--- config.mk ---
export PLATFORM = sky130hd
export DESIGN_NAME = keyed_watchdog
export DESIGN_NICKNAME = d
export VERILOG_FILES = /design/src/rtl/wdt_pkg.sv /design/src/rtl/wdt_tick_gen.sv /design/src/rtl/wdt_key_reg.sv /design/src/rtl/wdt_counter.sv /design/src/rtl/keyed_watchdog.sv
export SDC_FILE = /design/constraint.sdc
export NUM_CORES = 1
export LEC_CHECK = 0
export BUFFER_PORTS_ARGS = -buffer_cell sky130_fd_sc_hd__buf_4
export CAP_MARGIN = 20
export CORE_UTILIZATION = 52
export CTS_BUF_LIST = sky130_fd_sc_hd__clkbuf_8
export CTS_CLUSTER_DIAMETER = 120
export DETAILED_ROUTE_END_ITERATION = 10
export GPL_ROUTABILITY_DRIVEN = 0
export GPL_TIMING_DRIVEN = 0
export PLACE_DENSITY_LB_ADDON = 0.2
export SKIP_LAST_GASP = 1
export SLEW_MARGIN = 20
export SYNTH_ARGS = -nofsm -noshare
export SYNTH_HDL_FRONTEND = slang
export SYNTH_SLANG_ARGS = --single-unit
--- constraint.sdc ---
create_clock -name clk -period 2.2 [get_ports clk]
set_clock_uncertainty 0.05 [all_clocks]
set_input_delay 0.33 -clock clk [delete_from_list [all_inputs] [get_ports clk]]
set_output_delay 0.33 -clock clk [all_outputs]
set_load 0.02 [all_outputs]
--- src/rtl/wdt_pkg.sv ---
// Package: shared constants and types for the keyed watchdog.
// Assumes nothing beyond IEEE 1800-2017 packages.
package wdt_pkg;

    // The single field value that stops the watchdog at run time
    localparam logic [3:0] WDT_STOP_KEY = 4'b1010;

    // Tick source selection
    typedef enum logic {
        SRC_SYS_DIV4 = 1'b0,
        SRC_SUB_EDGE = 1'b1
    } wdt_src_e;

endpackage

--- src/rtl/wdt_tick_gen.sv ---
// Module: wdt_tick_gen
// Produces a one-cycle watchdog tick in the clk domain. The tick comes either
// from a free-running divide-by-four prescaler or from synchronised rising
// edges of the slow sub-clock.
// Assumes: each sub_clk level lasts at least two clk cycles.
module wdt_tick_gen
    import wdt_pkg::*;
#(
    parameter int PRESC_W     = 2,
    parameter int SYNC_STAGES = 2
) (
    input  logic     clk,
    input  logic     rst_n,
    input  logic     sub_clk,
    input  wdt_src_e src_sel,
    output logic     raw_tick
);

    logic [PRESC_W-1:0]     presc;
    logic [SYNC_STAGES-1:0] sync_q;
    logic                   edge_prev;
    logic                   presc_tick;
    logic                   sub_tick;

    // Free-running prescaler for the system-clock source
    always_ff @(posedge clk) begin
        if (!rst_n) presc <= '0;
        else        presc <= presc + PRESC_W'(1);
    end

    // Synchroniser chain for the asynchronous sub-clock
    genvar gi;
    generate
        for (gi = 0; gi < SYNC_STAGES; gi++) begin : g_sync
            if (gi == 0) begin : g_first
                // First stage samples the raw sub-clock
                always_ff @(posedge clk) begin
                    if (!rst_n) sync_q[gi] <= 1'b0;
                    else        sync_q[gi] <= sub_clk;
                end
            end else begin : g_next
                // Later stages shift the sampled value along
                always_ff @(posedge clk) begin
                    if (!rst_n) sync_q[gi] <= 1'b0;
                    else        sync_q[gi] <= sync_q[gi-1];
                end
            end
        end
    endgenerate

    // Previous synchronised level, for rising-edge detection
    always_ff @(posedge clk) begin
        if (!rst_n) edge_prev <= 1'b0;
        else        edge_prev <= sync_q[SYNC_STAGES-1];
    end

    // Source selection of the tick
    always_comb begin
        presc_tick = &presc;
        sub_tick   = sync_q[SYNC_STAGES-1] & ~edge_prev;
        raw_tick   = (src_sel == SRC_SUB_EDGE) ? sub_tick : presc_tick;
    end

endmodule

--- src/rtl/wdt_key_reg.sv ---
// Module: wdt_key_reg
// Holds the 4-bit run-time enable field. Resets to the stop key. Flags when
// the field holds the stop key, and pulses a restart on any write of another
// value.
// Assumes: key_wdata is valid whenever key_we is high.
module wdt_key_reg
    import wdt_pkg::*;
(
    input  logic       clk,
    input  logic       rst_n,
    input  logic       key_we,
    input  logic [3:0] key_wdata,
    output logic [3:0] field_q,
    output logic       stopped,
    output logic       restart
);

    // Field storage with the stop key as its reset value
    always_ff @(posedge clk) begin
        if (!rst_n)      field_q <= WDT_STOP_KEY;
        else if (key_we) field_q <= key_wdata;
    end

    // Decode of the stored field and of the incoming write
    always_comb begin
        stopped = (field_q == WDT_STOP_KEY);
        restart = key_we && (key_wdata != WDT_STOP_KEY);
    end

endmodule

--- src/rtl/wdt_counter.sv ---
// Module: wdt_counter
// Time-out counter. Counts ticks while running, wraps to zero and raises the
// reset request at the selected power-of-two limit, and drops the request on
// the next source tick.
// Assumes: tmo_sel is stable while the counter runs.
module wdt_counter #(
    parameter int BASE_EXP = 13,
    parameter int SEL_W    = 2,
    parameter int CNT_W    = BASE_EXP + (1 << SEL_W) - 1
) (
    input  logic             clk,
    input  logic             rst_n,
    input  logic             running,
    input  logic             tick,
    input  logic             clr,
    input  logic             restart,
    input  logic [SEL_W-1:0] tmo_sel,
    output logic [CNT_W-1:0] cnt,
    output logic             req
);

    logic [CNT_W:0]   span;
    logic [CNT_W-1:0] term;
    logic             ctick;
    logic             ovf;

    // Terminal count for the selected time-out and the overflow condition
    always_comb begin
        span  = {{CNT_W{1'b0}}, 1'b1} << (BASE_EXP + int'(tmo_sel));
        term  = span[CNT_W-1:0] - CNT_W'(1);
        ctick = tick && running;
        ovf   = ctick && !clr && !restart && (cnt == term);
    end

    // Counter: held at zero when stopped, zeroed by clear or restart
    always_ff @(posedge clk) begin
        if (!rst_n)                          cnt <= '0;
        else if (!running || clr || restart) cnt <= '0;
        else if (ctick)                      cnt <= (cnt == term) ? '0 : cnt + CNT_W'(1);
    end

    // Reset request: set on overflow, released on the following source tick
    always_ff @(posedge clk) begin
        if (!rst_n)          req <= 1'b0;
        else if (ovf)        req <= 1'b1;
        else if (req && tick) req <= 1'b0;
    end

endmodule

--- src/rtl/keyed_watchdog.sv ---
// Module: keyed_watchdog (top)
// Watchdog timer with a configuration enable, a selectable tick source, a
// selectable power-of-two time-out, and a 4-bit run-time field that stops the
// counter only when it holds the stop key.
// Assumes: a single system clock; sub_clk is slow and asynchronous.
module keyed_watchdog
    import wdt_pkg::*;
#(
    parameter int TMO_BASE_EXP = 13,
    parameter int TMO_SEL_W    = 2,
    localparam int CNT_W       = TMO_BASE_EXP + (1 << TMO_SEL_W) - 1
) (
    input  logic                 clk,
    input  logic                 rst_n,
    input  logic                 sub_clk,
    input  logic                 cfg_wdt_en,
    input  logic                 cfg_src_sel,
    input  logic [TMO_SEL_W-1:0] cfg_tmo_sel,
    input  logic                 key_we,
    input  logic [3:0]           key_wdata,
    input  logic                 clr_wdt,
    output logic [3:0]           field_q,
    output logic                 wdt_rst_req
);

    logic             raw_tick;
    logic             stopped;
    logic             restart;
    logic             running;
    logic             clr_eff;
    logic [CNT_W-1:0] wd_cnt;
    wdt_src_e         src_sel;

    // Run condition, gated clear and source decode
    always_comb begin
        running = cfg_wdt_en && !stopped;
        clr_eff = cfg_wdt_en && clr_wdt;
        src_sel = wdt_src_e'(cfg_src_sel);
    end

    wdt_tick_gen #(
        .PRESC_W    (2),
        .SYNC_STAGES(2)
    ) u_tick (
        .clk     (clk),
        .rst_n   (rst_n),
        .sub_clk (sub_clk),
        .src_sel (src_sel),
        .raw_tick(raw_tick)
    );

    wdt_key_reg u_key (
        .clk      (clk),
        .rst_n    (rst_n),
        .key_we   (key_we),
        .key_wdata(key_wdata),
        .field_q  (field_q),
        .stopped  (stopped),
        .restart  (restart)
    );

    wdt_counter #(
        .BASE_EXP(TMO_BASE_EXP),
        .SEL_W   (TMO_SEL_W),
        .CNT_W   (CNT_W)
    ) u_cnt (
        .clk    (clk),
        .rst_n  (rst_n),
        .running(running),
        .tick   (raw_tick),
        .clr    (clr_eff),
        .restart(restart),
        .tmo_sel(cfg_tmo_sel),
        .cnt    (wd_cnt),
        .req    (wdt_rst_req)
    );

endmodule

==> results.tsv, run 1 <==
stage	metric	value	unit
run_status	status	complete, but fails checks	
run_status	violated checks	negative setup slack	
logic_synthesis	sequential area share after synthesis	0.437	
grt	wire length of the first global-routing pass	4460	µm
clocking	Root Buffer	clkbuf_8	
hold_path	Hold Crit Class	in2reg	
setup_path	crit-path max cell delay	0.56	ns
hold_path	hold worst-path end	u_key.field_q[1]	
finish	fin util	0.722	
setup_path	WP buf/inv	0	
place	Final HPWL DP	1730	µm
drt	per-cell routed wire length	13.6	µm
setup_path	crit path kind	reg2reg	
floorplan	Die X	49.9	µm
timing	crit path time final	2.21	ns
pwr	PwrDens	576	mW/mm²
logic_synthesis	synthesized area	0.00119	mm²
timing	maximum clock rate	452	MHz
logic_synthesis	main combinational cell family by area after synthesis	simple AND/OR/NAND/NOR gates	
clocking	clock sinks	26	
logic_synthesis	Cells after Synth	135	
grt	initial antenna violation count	0	
drt	Iter 0 DRT Violations	21	
setup_path	critical-path cell list	nand4_4 > or3_4 > or4_4 > or4b_1 > a31oi_1	
setup_path	Reg-to-Reg End	u_cnt.cnt[15]	
logic_synthesis	Adder-Cell Fraction of Synth Area	0.0315	
timing	period utilization	1.00	
logic_synthesis	fraction of registers with async set/reset	0	
pwr	Static Leak	0.565	nW
timing	final setup fails	1	
grt	total global-route track usage	0.235	
floorplan	die height	49.9	µm
finish	nets	178	
clocking	Worst-Skew Late Latency	0.27	ns
floorplan	I/O Pins	18	
finish	Area Growth Syn to Fin	25.0	%
timing	relative slew slack	0.683	
clocking	Max Root-Sink Buffers	2	
hold_path	hold_sp	rst_n	
logic_synthesis	syn nets	151	
timing	worst hold slack	0.211	ns
logic_synthesis	Yosys cell types	33	
drt	vias	1038	
drt	Final ANT Viol Nets	0	
timing	Setup WS post-layout	-0.0108	ns
drt	Initial DRT Pass Iterations	4	
hold_path	worst hold path depth	2	
setup_path	critical path fanouts, max	6	
place	IO Port Bufs	16	
finish	ratio of cells with drive above 1 in the final layout	0.242	
clocking	H-tree depth	1	
timing	Final Hold Viols	0	
logic_synthesis	xor and xnor area share after synthesis	0.103	
drt	Routed WL	2560	µm
logic_synthesis	Compound-Gate Fraction of Synth Area	0.0525	
setup_path	FF-to-FF setup slack	-0.01	ns
pwr	VDD IR max	589	µV
setup_path	CP max stage cell	or4_4	
finish	Antenna Cells	0	
logic_synthesis	Synth area leader	dfxtp_1	
floorplan	Die ar.	0.00249	mm²
drt	Via-to-Cell Ratio	5.52	
grt	grt ovf	0	
logic_synthesis	post-synth top area share	0.437	
timing	Slew Limit Fails	0	
floorplan	Initial Utilization	0.578	
logic_synthesis	simple-gate share of the synthesized area	0.297	
setup_path	CP required	2.35	ns
setup_path	worst r2r src	u_cnt.cnt[9]	
logic_synthesis	yosys warns	0	
clocking	CTS clk-pin slew, worst paths	0.09	ns
logic_synthesis	flops & latches, synth	26	
setup_path	CP Capture Type	flip-flop	
logic_synthesis	mean post-synth cell area	8.82	µm²
logic_synthesis	dominant cells by area after synthesis	dfxtp_1, xnor2_1, nor2_1	
grt	vias in the first global route	1016	
setup_path	crit path DAT	2.36	ns
logic_synthesis	most frequent cells after synthesis	dfxtp_1, nor2_1, xnor2_1	
clocking	total CTS buffers	3	
timing	RSZ-0062 raised after global routing	true	
floorplan	Rows	16	
logic_synthesis	Post-synth top flop	dfxtp_1	
logic_synthesis	number of flops mapped to enable cells by yosys	0	
setup_path	R2R depth	5	
floorplan	Core ar.	0.00206	mm²
timing	setup_tns	-0.0108	ns
place	Place WS	-0.160	ns
timing	Worst Tran Pin Value	0.470	ns
drt	DRC violation count after routing	0	
logic_synthesis	post-synthesis mux area share	0.0420	
setup_path	Crit path max-delay family	simple AND/OR/NAND/NOR gates	
setup_path	Startpoint Class	flip-flop	
clocking	CTS tree	built	
logic_synthesis	count leader, synth	dfxtp_1	
flow_run	max-cap viol count	0	
grt	largest net degree at the start of global routing	15	
finish	fill cell count	164	
==> worst reg2reg max path: cells and delay by family, from the launching register on <==
| kind | cells | cell delay [ns] |
|---|---|---|
| AND/OR/NAND/NOR | 4 | 1.55 |
| flip-flops | 1 | 0.37 |
| AO/OA/AOI/OAI | 1 | 0.16 |
==> flip-flops by register name, summed over array words and instances, names as in the netlist <==
| name | count |
|---|---|
| u_key.field_q | 4 |
| u_tick.edge_prev | 1 |
| u_cnt.cnt | 16 |
| u_tick.presc | 2 |
| u_cnt.req | 1 |
| u_tick.sync_q | 2 |
==> repair_timing <==
action	CTS	global route
setup endpoints to repair	12	12
buffers inserted	5	2
pin swaps	4	3
hold buffers	0	0
gates resized for setup	8	2
==> per-layer routing <==
metal / up-vias / global-route usage / wire length, µm
met5: - / 0 / 0
met4: 0 / 0.0810 / 46
met3: 6 / 0.0432 / 65
met2: 16 / 0.421 / 1320
met1: 496 / 0.277 / 1120
li1: 520 / - / -
==> report_power, final <==
group          internal [mW]  switching, mW  leakage [nW]
Combinational         0.0338         0.0309         0.322
Sequential             0.479        0.00532         0.214
Clock                  0.160          0.149        0.0288
==> placed cells by master (no fill, tap or decap), drive strengths merged, types with 2 or more instances in the layout <==
cell / instances
nor2: 23
clkbuf: 5
a31oi: 2
and2: 6
dfxtp: 26
nand2: 10
mux2i: 5
or4: 2
nor3: 5
xnor2: 13
inv: 7
nand4: 3
nor4: 5
buf: 25
nand3: 6
ha: 3
==> final cells by class <==
cell class	instances	area, µm²	share of cell area
clock buffers	4	55.1	0.0370
repair buffers	23	173	0.116
multi-input cells	98	657	0.441
flip-flops and latches	26	529	0.355
inverters	7	26.3	0.0176
well taps	27	33.8	0.0227
plain buffers	3	15.0	0.0101
==> kinds of logic (layout without fill, tap and decap cells) <==
logic type,count (synthesis),in the layout
simple gates,68,68
flops,26,26
xor+xnor,14,14
buf+inv,11,37
compound gates,8,8
mux,5,5
fa+ha+maj,3,3
==> per-stage QoR <==
step	instance area (µm²)	std cells	power [mW]
3_3_place_gp	1350	178	0.555
3_5_place_dp	1350	178	0.558
2_1_floorplan	1200	135	0.526
6_report	1490	188	0.858
4_1_cts	1480	187	0.857
5_1_grt	1490	188	0.878
==> worst max path at each step <==
stage | end | slack [ns] | cells after the start | start
after floorplan | u_cnt.cnt[13] | -0.01 | 6 | u_cnt.cnt[6]
after global placement | u_cnt.cnt[8] | -0.13 | 7 | u_cnt.cnt[6]
after detailed placement | u_cnt.cnt[7] | -0.16 | 7 | u_cnt.cnt[6]
after CTS | u_cnt.cnt[15] | -0.06 | 6 | u_cnt.cnt[9]
after global routing | u_cnt.cnt[15] | -0.09 | 5 | u_cnt.cnt[9]
final | u_cnt.cnt[15] | -0.01 | 5 | u_cnt.cnt[9]
Note: power is estimated with default switching activity, not from simulation.
==> run 2: changes to the inputs <==
--- a/config.mk
+++ b/config.mk
@@ -7,7 +7,10 @@
 export LEC_CHECK = 0
 export BUFFER_PORTS_ARGS = -buffer_cell sky130_fd_sc_hd__buf_4
 export CAP_MARGIN = 20
-export CORE_UTILIZATION = 52
+export CELL_PAD_IN_SITES_DETAIL_PLACEMENT = 1
+export CELL_PAD_IN_SITES_GLOBAL_PLACEMENT = 1
+export CORE_MARGIN = 5
+export CORE_UTILIZATION = 39
 export CTS_BUF_LIST = sky130_fd_sc_hd__clkbuf_8
 export CTS_CLUSTER_DIAMETER = 120
 export DETAILED_ROUTE_END_ITERATION = 10
==> run 2 against run 1 <==
Compared with the run above:
- the flow now finishes without violations
- worst setup slack better by 0.020 ns
- die area is 71% higher
- largest power group unchanged
- via count is 2.2% lower
- sequential power hardly changed
- worst hold slack worse by 0.0038 ns
==> results.tsv, run 2 (same netlist as run 1, synthesis figures left out) <==
stage	metric	value	unit	change
flow_run	max-cap viol count	0		unchanged
floorplan	I/O Pins	18		unchanged
clocking	clock sinks	26		unchanged
grt	initial antenna violation count	0		unchanged
timing	Final Hold Viols	0		unchanged
floorplan	Core ar.	0.00300	mm²	+46%
setup_path	critical path fanouts, max	5		-1
finish	Antenna Cells	0		unchanged
pwr	VDD IR max	333	µV	-43%
drt	Routed WL	2710	µm	+6.1%
clocking	total CTS buffers	3		unchanged
floorplan	die height	65.3	µm	+31%
clocking	hold_buf cts	0		unchanged
finish	nets	180		+1.1%
grt	vias in the first global route	1077		+6.0%
clocking	Root Buffer	clkbuf_8		
clocking	CTS clk-pin slew, worst paths	0.09	ns	about the same
finish	leading registers by flop count	u_cnt.cnt x16, u_key.field_q x4		
drt	Initial DRT Pass Iterations	2		-2
pwr	Static Leak	0.585	nW	+3.5%
drt	Final ANT Viol Nets	0		unchanged
clocking	H-tree depth	1		unchanged
setup_path	CP required	2.36	ns	about the same
setup_path	crit path DAT	2.35	ns	about the same
timing	worst hold slack	0.207	ns	-0.00383 ns
finish	leading cell type in the layout, fill and taps excluded	buf_4		
drt	vias	1015		-2.2%
finish	Largest Register	u_cnt.cnt		
floorplan	Die ar.	0.00426	mm²	+71%
grt	total global-route track usage	0.146		-0.0895
clocking	CTS tree	built		
drt	Iter 0 DRT Violations	29		+38%
timing	Worst Tran Pin Value	0.473	ns	+0.00362 ns
finish	max FFs per register	16		unchanged
hold_path	Hold Crit Class	in2reg		
floorplan	Die X	65.3	µm	+31%
drt	DRC violation count after routing	0		unchanged
place	IO Port Bufs	16		unchanged
clocking	Worst-Skew Late Latency	0.27	ns	about the same
timing	crit path time final	2.19	ns	-0.0201 ns
pwr	Tot Pwr	0.948	mW	+11%
setup_path	Startpoint Class	flip-flop		
finish	commonest non-fill, non-tap cells in the layout	buf_4, nor2_1, dfxtp_1		
hold_path	hold_sp	sub_clk		
timing	Slew Limit Fails	0		unchanged
floorplan	Rows	20		+4
timing	period utilization	0.996		-0.00913
drt	per-cell routed wire length	13.8	µm	+1.8%
drt	Via-to-Cell Ratio	5.18		-6.2%
grt	largest net degree at the start of global routing	16		+1
finish	ratio of cells with drive above 1 in the final layout	0.264		+0.0216
pwr	PwrDens	613	mW/mm²	+6.4%
grt	grt ovf	0		unchanged
setup_path	worst r2r src	u_cnt.cnt[9]		
place	Final HPWL DP	1970	µm	+14%
timing	RSZ-0062 raised after global routing	true		
setup_path	crit path kind	reg2reg		
finish	Area Growth Syn to Fin	29.8	%	
timing	maximum clock rate	456	MHz	+0.92%
clocking	Max Root-Sink Buffers	2		unchanged
setup_path	CP startpoint	u_cnt.cnt[9]		
grt	wire length of the first global-routing pass	4840	µm	+8.5%
floorplan	Initial Utilization	0.397		-0.181
timing	relative slew slack	0.680		-0.00230
run_status	status	finished, final reports clean		
setup_path	CP Capture Type	flip-flop		
timing	final setup fails	0		-1
[run 2: layout make-up]
| cell class | count | area (µm²) |
|---|---|---|
| Inverter | 7 | 26.3 |
| Clock buffer | 3 | 41.3 |
| Sequential cell | 26 | 534 |
| Timing Repair Buffer | 25 | 188 |
| Fill cell | 356 | 1460 |
| Clock inverter | 1 | 30.0 |
| Tap cell | 33 | 41.3 |
| Buffer | 3 | 18.8 |
| Multi-Input combinational cell | 98 | 667 |
[run 2: repair_timing]
action	4_1_cts	5_1_grt
resized for setup	12	3
pin swaps	4	5
buffers inserted	5	4
endpoints found under the setup margin	12	13
[run 2: worst max-delay path: stages (launching register included)]
cell and delay [ns]:
dfxtp_2 0.37, nand4_4 0.11, or3_4 0.40, or4_4 0.56, or4b_1 0.48, a31oi_1 0.16
[run 2: power breakdown]
group	leakage [nW]	internal [mW]	switching, mW
Sequential	0.214	0.477	0.00525
Combinational	0.335	0.0366	0.0318
Clock	0.0357	0.244	0.154
[run 2: per-stage QoR]
step | utilization | TNS, ns | setup WS, ns | cells | cell area (µm²)
6_report | 0.515 | 0 | 0.00934 | 196 | 1550
3_5_place_dp | 0.453 | -2.73 | -0.247 | 184 | 1360
5_1_grt | 0.515 | -0.124 | -0.0753 | 196 | 1550
2_1_floorplan | - | -0.0236 | -0.0127 | 135 | 1200
3_3_place_gp | 0.453 | -2.06 | -0.182 | 184 | 1360
4_1_cts | 0.503 | -0.0765 | -0.0611 | 193 | 1510
[run 2: worst paths after layout]
kind                                    endpoint  cells after the start  slack (ns)
worst max-delay path               u_cnt.cnt[15]                      5       0.009
worst min-delay path            u_tick.sync_q[0]                      2        0.21
worst max register to register     u_cnt.cnt[15]                      5       0.009
worst min register to register  u_tick.sync_q[1]                      1        0.39
[run 2: metal layers]
layer	part of all wire	wire, µm	GRT usage	vias up
met5	0	0	0	-
met4	0.018	48	0.0622	0
met3	0.020	54	0.0256	5
met2	0.50	1350	0.247	9
met1	0.47	1270	0.181	477
li1	-	-	-	524
==> run 3: changes to the inputs <==
--- a/config.mk
+++ b/config.mk
@@ -5,7 +5,7 @@
 export SDC_FILE = /design/constraint.sdc
 export NUM_CORES = 1
 export LEC_CHECK = 0
-export BUFFER_PORTS_ARGS = -buffer_cell sky130_fd_sc_hd__buf_4
+export BUFFER_PORTS_ARGS = -buffer_cell sky130_fd_sc_hd__buf_2
 export CAP_MARGIN = 20
 export CELL_PAD_IN_SITES_DETAIL_PLACEMENT = 1
 export CELL_PAD_IN_SITES_GLOBAL_PLACEMENT = 1
@@ -17,6 +17,7 @@
 export GPL_ROUTABILITY_DRIVEN = 0
 export GPL_TIMING_DRIVEN = 0
 export PLACE_DENSITY_LB_ADDON = 0.2
+export SKIP_CTS_REPAIR_TIMING = 1
 export SKIP_LAST_GASP = 1
 export SLEW_MARGIN = 20
 export SYNTH_ARGS = -nofsm -noshare
==> run 3 against run 2 <==
Compared with the run above:
- clock power is 23% lower
- combinational power is 19% lower
- final cell count is 2.0% lower
- first-iteration DRC count is 41% lower
- the flow now finishes with violations (negative setup slack)
- sequential cell count stayed put
- via count is 0.20% lower
- register-to-register slack worse by 0.12 ns
- global-route usage is 0.48 points lower
- largest cell class unchanged
==> results.tsv, run 3 (same netlist as run 1, synthesis figures left out) <==
stage	metric	value	unit	change
grt	largest net degree at the start of global routing	15		-1
timing	period utilization	1.05		+0.0549
grt	vias in the first global route	1113		+3.3%
timing	final setup fails	12		+12
setup_path	critical path fanouts, max	5		unchanged
setup_path	FF-to-FF setup slack	-0.11	ns	-0.12 ns
hold_path	worst hold path depth	2		unchanged
floorplan	Rows	20		unchanged
finish	nets	176		-2.2%
clocking	Max Root-Sink Buffers	2		unchanged
timing	relative slew slack	0.674		-0.00633
finish	multi-input logic area	648	µm²	-2.8%
setup_path	crit path kind	reg2reg		
floorplan	Initial Utilization	0.397		unchanged
setup_path	worst r2r src	u_cnt.cnt[9]		
setup_path	CP Capture Type	flip-flop		
grt	initial antenna violation count	0		unchanged
timing	Slew Limit Fails	0		unchanged
grt	wire length of the first global-routing pass	4800	µm	-0.70%
hold_path	hold worst-path end	u_tick.sync_q[0]		
drt	DRC violation count after routing	0		unchanged
clocking	Root Buffer	clkbuf_8		
timing	crit path time final	2.31	ns	+0.121 ns
finish	Largest Register	u_cnt.cnt		
drt	Routed WL	2770	µm	+2.1%
drt	met1 WL	1250	µm	-1.4%
finish	max FFs per register	16		unchanged
hold_path	Hold Crit Class	in2reg		
clocking	CTS tree	built		
floorplan	Die ar.	0.00426	mm²	unchanged
timing	Worst Tran Pin Value	0.483	ns	+0.00937 ns
drt	highest metal layer with signal wires	met4		
clocking	total CTS buffers	3		unchanged
clocking	CTS clk-pin slew, worst paths	0.09	ns	about the same
pwr	PwrDens	581	mW/mm²	-5.2%
grt	grt ovf	0		unchanged
setup_path	Startpoint Class	flip-flop		
drt	Final ANT Viol Nets	0		unchanged
timing	maximum clock rate	433	MHz	-5.2%
finish	commonest non-fill, non-tap cells in the layout	nor2_1, dfxtp_1, buf_2		
setup_path	Reg-to-Reg End	u_cnt.cnt[15]		
place	Final HPWL DP	2090	µm	+5.7%
place	IO Port Bufs	16		unchanged
finish	Antenna Cells	0		unchanged
pwr	VDD IR max	269	µV	-19%
finish	FF+latch area	536	µm²	+0.23%
timing	setup_tns	-0.227	ns	-0.227 ns
timing	Final Hold Viols	0		unchanged
drt	vias	1013		-0.20%
pwr	Static Leak	0.543	nW	-7.1%
drt	Via-to-Cell Ratio	5.28		+1.9%
finish	non-filler instance count after layout	192		-2.0%
drt	metal3 WL	64	µm	+19%
setup_path	crit path DAT	2.46	ns	+0.11 ns
run_status	status	complete, but fails checks		
finish	leading cell type in the layout, fill and taps excluded	nor2_1		
timing	RSZ-0062 raised after global routing	true		
finish	Area Growth Syn to Fin	21.4	%	
place	placed inst area	0.00132	mm²	-2.9%
drt	per-cell routed wire length	14.4	µm	+4.2%
run_status	violated checks	negative setup slack		
timing	Setup WS post-layout	-0.111	ns	-0.121 ns
drt	Iter 0 DRT Violations	17		-41%
finish	leading registers by flop count	u_cnt.cnt x16, u_key.field_q x4		
grt	total global-route track usage	0.141		-0.00483
clocking	Worst-Skew Late Latency	0.27	ns	about the same
floorplan	I/O Pins	18		unchanged
floorplan	die height	65.3	µm	unchanged
finish	post-route cell area	0.00145	mm²	-6.5%
finish	ratio of cells with drive above 1 in the final layout	0.220		-0.0437
finish	fill cell count	370		+3.9%
setup_path	R2R depth	6		+1
floorplan	Die X	65.3	µm	unchanged
floorplan	Core ar.	0.00300	mm²	unchanged
clocking	H-tree depth	1		unchanged
place	DP Cell Count	184		unchanged
hold_path	hold_sp	sub_clk		
flow_run	max-cap viol count	0		unchanged
clocking	clock sinks	26		unchanged
drt	Met2 Wirelength	1400	µm	+4.4%
drt	Initial DRT Pass Iterations	3		+1
setup_path	CP required	2.35	ns	about the same
run 3: through the flow:
stage	worst slack [ns]	utilization	power, mW	hold slack, ns
2_1_floorplan	-0.0127	-	0.526	0.340
3_3_place_gp	-0.182	0.440	0.548	0.350
3_5_place_dp	-0.245	0.440	0.552	0.362
4_1_cts	-0.259	0.458	0.859	0.214
5_1_grt	-0.174	0.482	0.882	0.213
6_report	-0.111	0.482	0.840	0.217
run 3: worst max-delay path: stages, from the launching register on:
cell,delay [ns]
dfxtp_4,0.37
nand4_4,0.12
or3_4,0.40
or4_4,0.53
buf_6,0.14
or4b_1,0.47
a31oi_1,0.16
run 3: per-layer routing:
| metal | vias to the layer above | track usage |
|---|---|---|
| li1 | 516 | - |
| met1 | 476 | 0.167 |
| met2 | 13 | 0.247 |
| met3 | 8 | 0.0308 |
| met4 | 0 | 0.0518 |
| met5 | - | 0 |
run 3: worst max path at each step:
stage,endpoint,from,depth (start not counted)
final,u_cnt.cnt[15],u_cnt.cnt[9],6
after global routing,u_cnt.cnt[15],u_cnt.cnt[8],6
after CTS,u_cnt.cnt[7],u_cnt.cnt[6],7
after detailed placement,u_cnt.cnt[7],u_cnt.cnt[6],7
after global placement,u_cnt.cnt[8],u_cnt.cnt[6],7
after floorplan,u_cnt.cnt[13],u_cnt.cnt[6],6
run 3: area by class of cell:
type | instances | area share
Buffer | 4 | 0.0208
Clock buffer | 4 | 0.0381
Inverter | 7 | 0.0182
Multi-Input combinational cell | 98 | 0.448
Sequential cell | 26 | 0.370
Tap cell | 33 | 0.0285
Timing Repair Buffer | 20 | 0.0761
run 3: where the power goes:
group          internal [mW]  total, mW  switching (mW)  leakage [nW]
combinational         0.0247     0.0551          0.0303         0.300
sequential             0.475      0.480         0.00508         0.215
clock                  0.160      0.305           0.145        0.0288
total                  0.660      0.840           0.181         0.543
